--- src/rtl/ibe_pkg.sv ---
package ibe_pkg;

  typedef struct packed {
    logic [2:0] bitcode;
    logic       ackx;
    logic [2:0] clksel;
  } ibe_cfg_t;

  localparam logic [2:0] CLK_RESERVED = 3'b111;

  // data bits carried by a word for a given count code (000 stands for 8)
  function automatic int unsigned data_bits(input logic [2:0] code);
    return (code == 3'd0) ? 32'd8 : 32'(code);
  endfunction

  // SCL pulses per word, including the optional acknowledge pulse
  function automatic int unsigned pulse_total(input logic [2:0] code, input logic ackx);
    return data_bits(code) + (ackx ? 32'd1 : 32'd0);
  endfunction

  // system cycles per SCL half period
  function automatic int unsigned half_cycles(input logic [2:0] sel,
                                              input int unsigned prescale,
                                              input int unsigned offset,
                                              input int unsigned nmin);
    int unsigned n;
    n = nmin + 32'(sel);
    return (prescale * ((32'd1 << n) + offset)) / 32'd2;
  endfunction

endpackage

--- src/rtl/ibe_ctrl_reg.sv ---
module ibe_ctrl_reg
  import ibe_pkg::*;
(
  input  logic       clk,
  input  logic       rst_n,
  input  logic       we,
  input  logic [7:0] wdata,
  output ibe_cfg_t   cfg,
  output logic [7:0] rdata
);
  always_ff @(posedge clk or negedge rst_n) begin
    if (!rst_n) begin
      cfg <= '0;
    end else if (we) begin
      cfg.bitcode <= wdata[7:5];
      cfg.ackx    <= wdata[4];
      cfg.clksel  <= wdata[2:0];
    end
  end

  assign rdata = {cfg.bitcode, cfg.ackx, 1'b1, cfg.clksel};
endmodule

--- src/rtl/ibe_swreset.sv ---
module ibe_swreset #(
  parameter int unsigned LEN = 4
) (
  input  logic clk,
  input  logic rst_n,
  input  logic req,
  output logic active
);
  localparam int unsigned CW = $clog2(LEN + 1);
  logic [CW-1:0] cnt;

  always_ff @(posedge clk or negedge rst_n) begin
    if (!rst_n)                 cnt <= '0;
    else if (req && cnt == '0)  cnt <= CW'(LEN);
    else if (cnt != '0)         cnt <= cnt - 1'b1;
  end

  assign active = (cnt != '0);
endmodule

--- src/rtl/ibe_scl_timer.sv ---
module ibe_scl_timer #(
  parameter int unsigned CNT_W = 12
) (
  input  logic             clk,
  input  logic             rst_n,
  input  logic             clr,
  input  logic             run,
  input  logic             load,
  input  logic [CNT_W-1:0] load_val,
  output logic             expire
);
  logic [CNT_W-1:0] cnt;

  always_ff @(posedge clk or negedge rst_n) begin
    if (!rst_n)            cnt <= '0;
    else if (clr)          cnt <= '0;
    else if (load)         cnt <= load_val;
    else if (cnt != '0)    cnt <= cnt - 1'b1;
  end

  assign expire = run && (cnt == '0);
endmodule

--- src/rtl/ibe_bit_shifter.sv ---
module ibe_bit_shifter
  import ibe_pkg::*;
(
  input  logic       clk,
  input  logic       rst_n,
  input  logic       abort,
  input  logic       go,
  input  logic [2:0] bitcode,
  input  logic       ackx,
  input  logic [7:0] tx_byte,
  input  logic       tick,
  input  logic       sda_in,
  output logic       busy,
  output logic       scl_oe,
  output logic       sda_oe,
  output logic [7:0] rx_byte,
  output logic       rx_ack,
  output logic       done,
  output logic       sample_evt
);
  logic       phase_high;
  logic [3:0] idx, total, nbits;
  logic [7:0] tx_sh;
  logic [3:0] idx_nx;

  assign idx_nx     = idx + 4'd1;
  assign sample_evt = busy && tick && !phase_high;

  always_ff @(posedge clk or negedge rst_n) begin
    if (!rst_n) begin
      busy <= 1'b0; phase_high <= 1'b0; scl_oe <= 1'b0; sda_oe <= 1'b0;
      idx <= '0; total <= '0; nbits <= '0; tx_sh <= '0;
      rx_byte <= '0; rx_ack <= 1'b1; done <= 1'b0;
    end else begin
      done <= 1'b0;
      if (abort) begin
        busy <= 1'b0; phase_high <= 1'b0; scl_oe <= 1'b0; sda_oe <= 1'b0;
        idx <= '0;
      end else if (go) begin
        busy       <= 1'b1;
        phase_high <= 1'b0;
        idx        <= '0;
        nbits      <= 4'(data_bits(bitcode));
        total      <= 4'(pulse_total(bitcode, ackx));
        tx_sh      <= {tx_byte[6:0], 1'b0};
        sda_oe     <= ~tx_byte[7];
        scl_oe     <= 1'b1;
        rx_byte    <= '0;
        rx_ack     <= 1'b1;
      end else if (busy && tick) begin
        if (!phase_high) begin
          phase_high <= 1'b1;
          scl_oe     <= 1'b0;
          if (idx < nbits) rx_byte <= {rx_byte[6:0], sda_in};
          else             rx_ack  <= sda_in;
        end else if (idx_nx == total) begin
          busy <= 1'b0; phase_high <= 1'b0; scl_oe <= 1'b0; sda_oe <= 1'b0;
          done <= 1'b1;
        end else begin
          idx        <= idx_nx;
          phase_high <= 1'b0;
          scl_oe     <= 1'b1;
          if (idx_nx < nbits) begin
            sda_oe <= ~tx_sh[7];
            tx_sh  <= {tx_sh[6:0], 1'b0};
          end else begin
            sda_oe <= 1'b0;
          end
        end
      end
    end
  end
endmodule

--- src/rtl/i2c_bitclk_engine.sv ---
module i2c_bitclk_engine
  import ibe_pkg::*;
#(
  parameter int unsigned PRESCALE   = 4,
  parameter int unsigned DIV_OFFSET = 35,
  parameter int unsigned N_MIN      = 4,
  parameter int unsigned SWR_LEN    = 4
) (
  input  logic       clk,
  input  logic       rst_n,
  input  logic       if_en,
  input  logic       ctl_we,
  input  logic [7:0] ctl_wdata,
  output logic [7:0] ctl_rdata,
  input  logic       start,
  input  logic [7:0] tx_byte,
  output logic [7:0] rx_byte,
  output logic       rx_ack,
  output logic       busy,
  output logic       done,
  output logic       scl_oe,
  output logic       sda_oe,
  input  logic       sda_in,
  input  logic       soft_rst,
  output logic       swr_mon
);
  localparam int unsigned HALF_MAX = PRESCALE * ((32'd1 << (N_MIN + 6)) + DIV_OFFSET) / 2;
  localparam int unsigned CNT_W    = $clog2(HALF_MAX + 1);

  ibe_cfg_t         cfg;
  logic             swr_active;
  logic             start_ok;
  logic             phase_tick;
  logic             sample_evt;
  logic [2:0]       clk_code;
  logic [CNT_W-1:0] half_now, half_q, load_val;

  ibe_ctrl_reg u_reg (
    .clk(clk), .rst_n(rst_n), .we(ctl_we), .wdata(ctl_wdata),
    .cfg(cfg), .rdata(ctl_rdata)
  );

  ibe_swreset #(.LEN(SWR_LEN)) u_swr (
    .clk(clk), .rst_n(rst_n), .req(soft_rst), .active(swr_active)
  );

  assign clk_code = cfg.clksel;
  assign start_ok = start && !busy && if_en && !swr_active && (clk_code != CLK_RESERVED);
  assign half_now = CNT_W'(half_cycles(clk_code, PRESCALE, DIV_OFFSET, N_MIN) - 32'd1);
  assign load_val = start_ok ? half_now : half_q;
  assign swr_mon  = if_en && !swr_active;

  always_ff @(posedge clk or negedge rst_n) begin
    if (!rst_n)        half_q <= '0;
    else if (start_ok) half_q <= half_now;
  end

  ibe_scl_timer #(.CNT_W(CNT_W)) u_tmr (
    .clk(clk), .rst_n(rst_n), .clr(swr_active), .run(busy),
    .load(start_ok || phase_tick), .load_val(load_val), .expire(phase_tick)
  );

  ibe_bit_shifter u_sh (
    .clk(clk), .rst_n(rst_n), .abort(swr_active), .go(start_ok),
    .bitcode(cfg.bitcode), .ackx(cfg.ackx), .tx_byte(tx_byte),
    .tick(phase_tick), .sda_in(sda_in),
    .busy(busy), .scl_oe(scl_oe), .sda_oe(sda_oe),
    .rx_byte(rx_byte), .rx_ack(rx_ack), .done(done), .sample_evt(sample_evt)
  );
endmodule

--- config.mk ---
export PLATFORM = sky130hd
export DESIGN_NAME = i2c_bitclk_engine
export DESIGN_NICKNAME = d
export VERILOG_FILES = /design/src/rtl/ibe_pkg.sv /design/src/rtl/ibe_ctrl_reg.sv /design/src/rtl/ibe_swreset.sv /design/src/rtl/ibe_scl_timer.sv /design/src/rtl/ibe_bit_shifter.sv /design/src/rtl/i2c_bitclk_engine.sv
export SDC_FILE = /design/constraint.sdc
export NUM_CORES = 1
export LEC_CHECK = 0
export BUFFER_PORTS_ARGS = -buffer_cell sky130_fd_sc_hd__buf_2
export CAP_MARGIN = 20
export CORE_MARGIN = 3
export CORE_UTILIZATION = 62
export DETAILED_ROUTE_END_ITERATION = 10
export GPL_ROUTABILITY_DRIVEN = 0
export MAX_ROUTING_LAYER = met4
export PLACE_DENSITY = 0.82
export SYNTH_ARGS = -nofsm -noshare
export SYNTH_HDL_FRONTEND = slang
export SYNTH_SLANG_ARGS = --single-unit
--- constraint.sdc ---
create_clock -name clk -period 6.05 [get_ports clk]
set_clock_uncertainty 0.15 [all_clocks]
set_input_delay 0.3025 -clock clk [delete_from_list [all_inputs] [get_ports clk]]
set_output_delay 0.3025 -clock clk [all_outputs]
set_load 0.1 [all_outputs]
==> metrics.cfg <==
[clocking]
clk_latency_ns=0.35
cts_resized=0
cts_tree=yes
clk_path_buf_depth=2
path_clk_slew_ns=0.07
cts_htree_levels=3
numCtsBuffers=9
clock-sinks=67
root_buffer=clkbuf_8

[layout]
insertedDiodeCount=0
drive_above_1_share=0.224
finish.utilization=0.746
area_growth_pct=12.2
nets=429
nFillCells=389

[detailed_routing]
wl_met1_um=3120
finalWirelength_um=7570
viasPerCell=5.89
met2_length_um=3910
antenna_left=0
route.met3.wl_um=387
drt-pass1-iter-count=5
routedWlPerCell_um=16.2
highest_layer=met4
remaining_drc_errors=0
via_count=2756
drt_iter0_drc=191

[grt]
antenna_found_initial=0
grt_max_degree=68
grt_overflow=0
track_usage=0.274
grt_pass1_vias=2769
grt_pass1_wl_um=13100

[outcome]
violations=negative hold slack
outcome=finished, violations left

[sta]
slew_viol_final=0
min_period_over_period=0.469
post-route-min-period_ns=2.84
hold_slack_ns=-0.0132
fin_ws_ns=3.21
tightest_slew_ns=1.08
relSlewSlack=0.281
fin_tns_setup_ns=0
fmax_mhz=352
setup-violations-final=0
finalHoldViolations=12
rsz0062_at_grt=no

[critical_path]
cp-end-kind=flip-flop
crit_path_max_fanout=24
slowest_stage=and3_1
cp_data_arrival_time_ns=2.90
crit_type=reg2reg
crit_chain=and4bb_2, and3_1, nor2_1, a32oi_1, nor2_1
worstPathRequired_ns=6.11
cp_common_cell=nor2_1
startpoint_type=flip-flop
cpPeakStageDelay_ns=0.88

[die]
die_h_um=81.2
die_x_um=81.2
dieArea_sq_mm=0.00659
core_area_sq_mm=0.00527
fp-row-count=26
ioPinCount=45
initial_core_util=0.665

[yosys]
synthAdderAreaFrac=0.0464
synth_cell_types=60
synth_area_sq_mm=0.00351
synthesis.instances=355
syn_area_per_cell_sq_um=9.88
synth_mux_area_frac=0.0457
synthXorXnorAreaFrac=0.0418
async_reset_ff_frac=1.00
synth_ff_type=dfrtp_1
syn_nets=391
seq_area_frac_synth=0.479
synth_compound_area_frac=0.147
synth-seq-cells=67
synth_enable_flop_cells=0
synth_top_family_by_area=simple AND/OR/NAND/NOR gates
yosys.area_share.simple=0.193
synth_warnings=0

[place]
dp_hpwl_um=5070
pre_cts_ws_ns=3.31
portBuffers=42

[worst_hold_path]
hold_path_class=in2async

[power_and_ir_drop]
p_leak_nw=1.85
ir_drop_v=0.000282
powerDensity_mw_per_mm2=548

[job]
cap_violations=0

[stage by stage]
step | power [mW] | instance area [sq um] | hold WS, ns | cells
after floorplan | 1.54 | 3510 | -0.143 | 355
after global placement | 1.72 | 3730 | 0.298 | 451
after detailed placement | 1.76 | 3730 | 0.300 | 451
after CTS | 2.15 | 3930 | 0.0250 | 468
after global routing | 2.33 | 3930 | 0.0196 | 468
final | 2.15 | 3930 | -0.0132 | 468
[registers in the layout (all words and copies together), names as in the netlist, 4 cells and up]
| name | cells |
|---|---|
| half_q | 12 |
| u_tmr.cnt | 12 |
| u_sh.rx_byte | 8 |
| u_reg.cfg | 7 |
| u_sh.tx_sh | 7 |
| u_sh.idx | 4 |
| u_sh.nbits | 4 |
| u_sh.total | 4 |
[routing by layer]
layer  vias up  GRT usage
li1       1311          -
met1      1342      0.322
met2        85      0.452
met3        18     0.0676
met4         0      0.108
met5         -          -
[synthesized netlist by cell type, types with 3 or more instances]
cell | instances | area (sq um)
nor2_1 | 23 | 86.3
nand4_1 | 5 | 31.3
a21oi_1 | 17 | 85.1
clkbuf_1 | 12 | 45.0
o21ai_0 | 25 | 125
a211o_1 | 3 | 26.3
nor2b_1 | 3 | 18.8
ha_1 | 13 | 163
nor3_1 | 5 | 25.0
nand2b_1 | 5 | 31.3
xor2_1 | 6 | 52.6
o21ai_2 | 4 | 35.0
mux2i_1 | 7 | 70.1
mux2_2 | 8 | 90.1
dfrtp_1 | 66 | 1650
nand2_1 | 54 | 203
and2_1 | 5 | 31.3
inv_1 | 18 | 67.6
nand3_1 | 8 | 40.0
o211a_1 | 3 | 30.0
buf_2 | 3 | 15.0
a31oi_1 | 3 | 18.8
xnor2_1 | 8 | 70.1
[cells in the final DEF, fill, tap and decap left out, types with 4 or more instances in the layout]
cell,instances
clkbuf_8,10
inv_1,18
nand3_1,8
and2_1,5
nand2b_1,5
nand4_1,5
mux2i_1,7
xnor2_1,8
nor2_1,23
mux2_2,8
nor3_1,5
buf_2,42
nand2_1,54
dfrtp_1,66
xor2_1,6
o21ai_2,4
ha_1,13
o21ai_0,25
a21oi_1,17
[cell type report]
type | instances | area (sq um) | area share
multi-input combinational | 251 | 1660 | 0.423
inverter | 18 | 67.6 | 0.0172
clock buffer | 11 | 141 | 0.0360
clock inverter | 5 | 52.6 | 0.0134
tap | 70 | 87.6 | 0.0223
timing repair buffer | 46 | 243 | 0.0617
sequential | 67 | 1680 | 0.427
[kinds of logic (layout without fill, tap and decap cells)]
family	after synthesis	count (layout)
xor gates and xnor gates	15	15
and+or+nand+nor	129	129
AOI/OAI and AO/OA	78	78
other	1	1
buffers and inverters	37	80
DFF	67	67
adders and majority gates	13	13
muxes	15	15
[where the power goes]
group          internal, mW  switching, mW
Combinational         0.414          0.695
Sequential            0.573          0.104
Clock                 0.199          0.169
[critical path: cells and delay by family, from the launching register on]
| family | cells | cell delay, ns |
|---|---|---|
| compound gates | 1 | 0.28 |
| simple gates | 4 | 1.67 |
| flops | 1 | 0.59 |
[final timing paths]
path / start / slack (ns) / depth (start not counted) / endpoint
worst max-delay path: u_sh.busy / 3.21 / 5 / u_tmr.cnt[3]
worst min-delay path: rst_n / -0.01 / 2 / u_sh.rx_byte[1]
worst max register to register: u_sh.busy / 3.21 / 5 / u_tmr.cnt[3]
worst min register to register: half_q[2] / 0.31 / 1 / half_q[2]
max in group asynchronous: rst_n / 5.23 / 2 / u_sh.busy
min in group clk: sda_in / 0.03 / 3 / u_sh.rx_byte[0]
[timing repair]
| item | 4_1_cts | 5_1_grt |
|---|---|---|
| hold endpoints to repair | 1 | 0 |
| buffers inserted | 0 | 0 |
| hold buffers | 1 | 0 |
| setup endpoints to repair | 0 | 0 |
(Power assumes the default switching activity.)
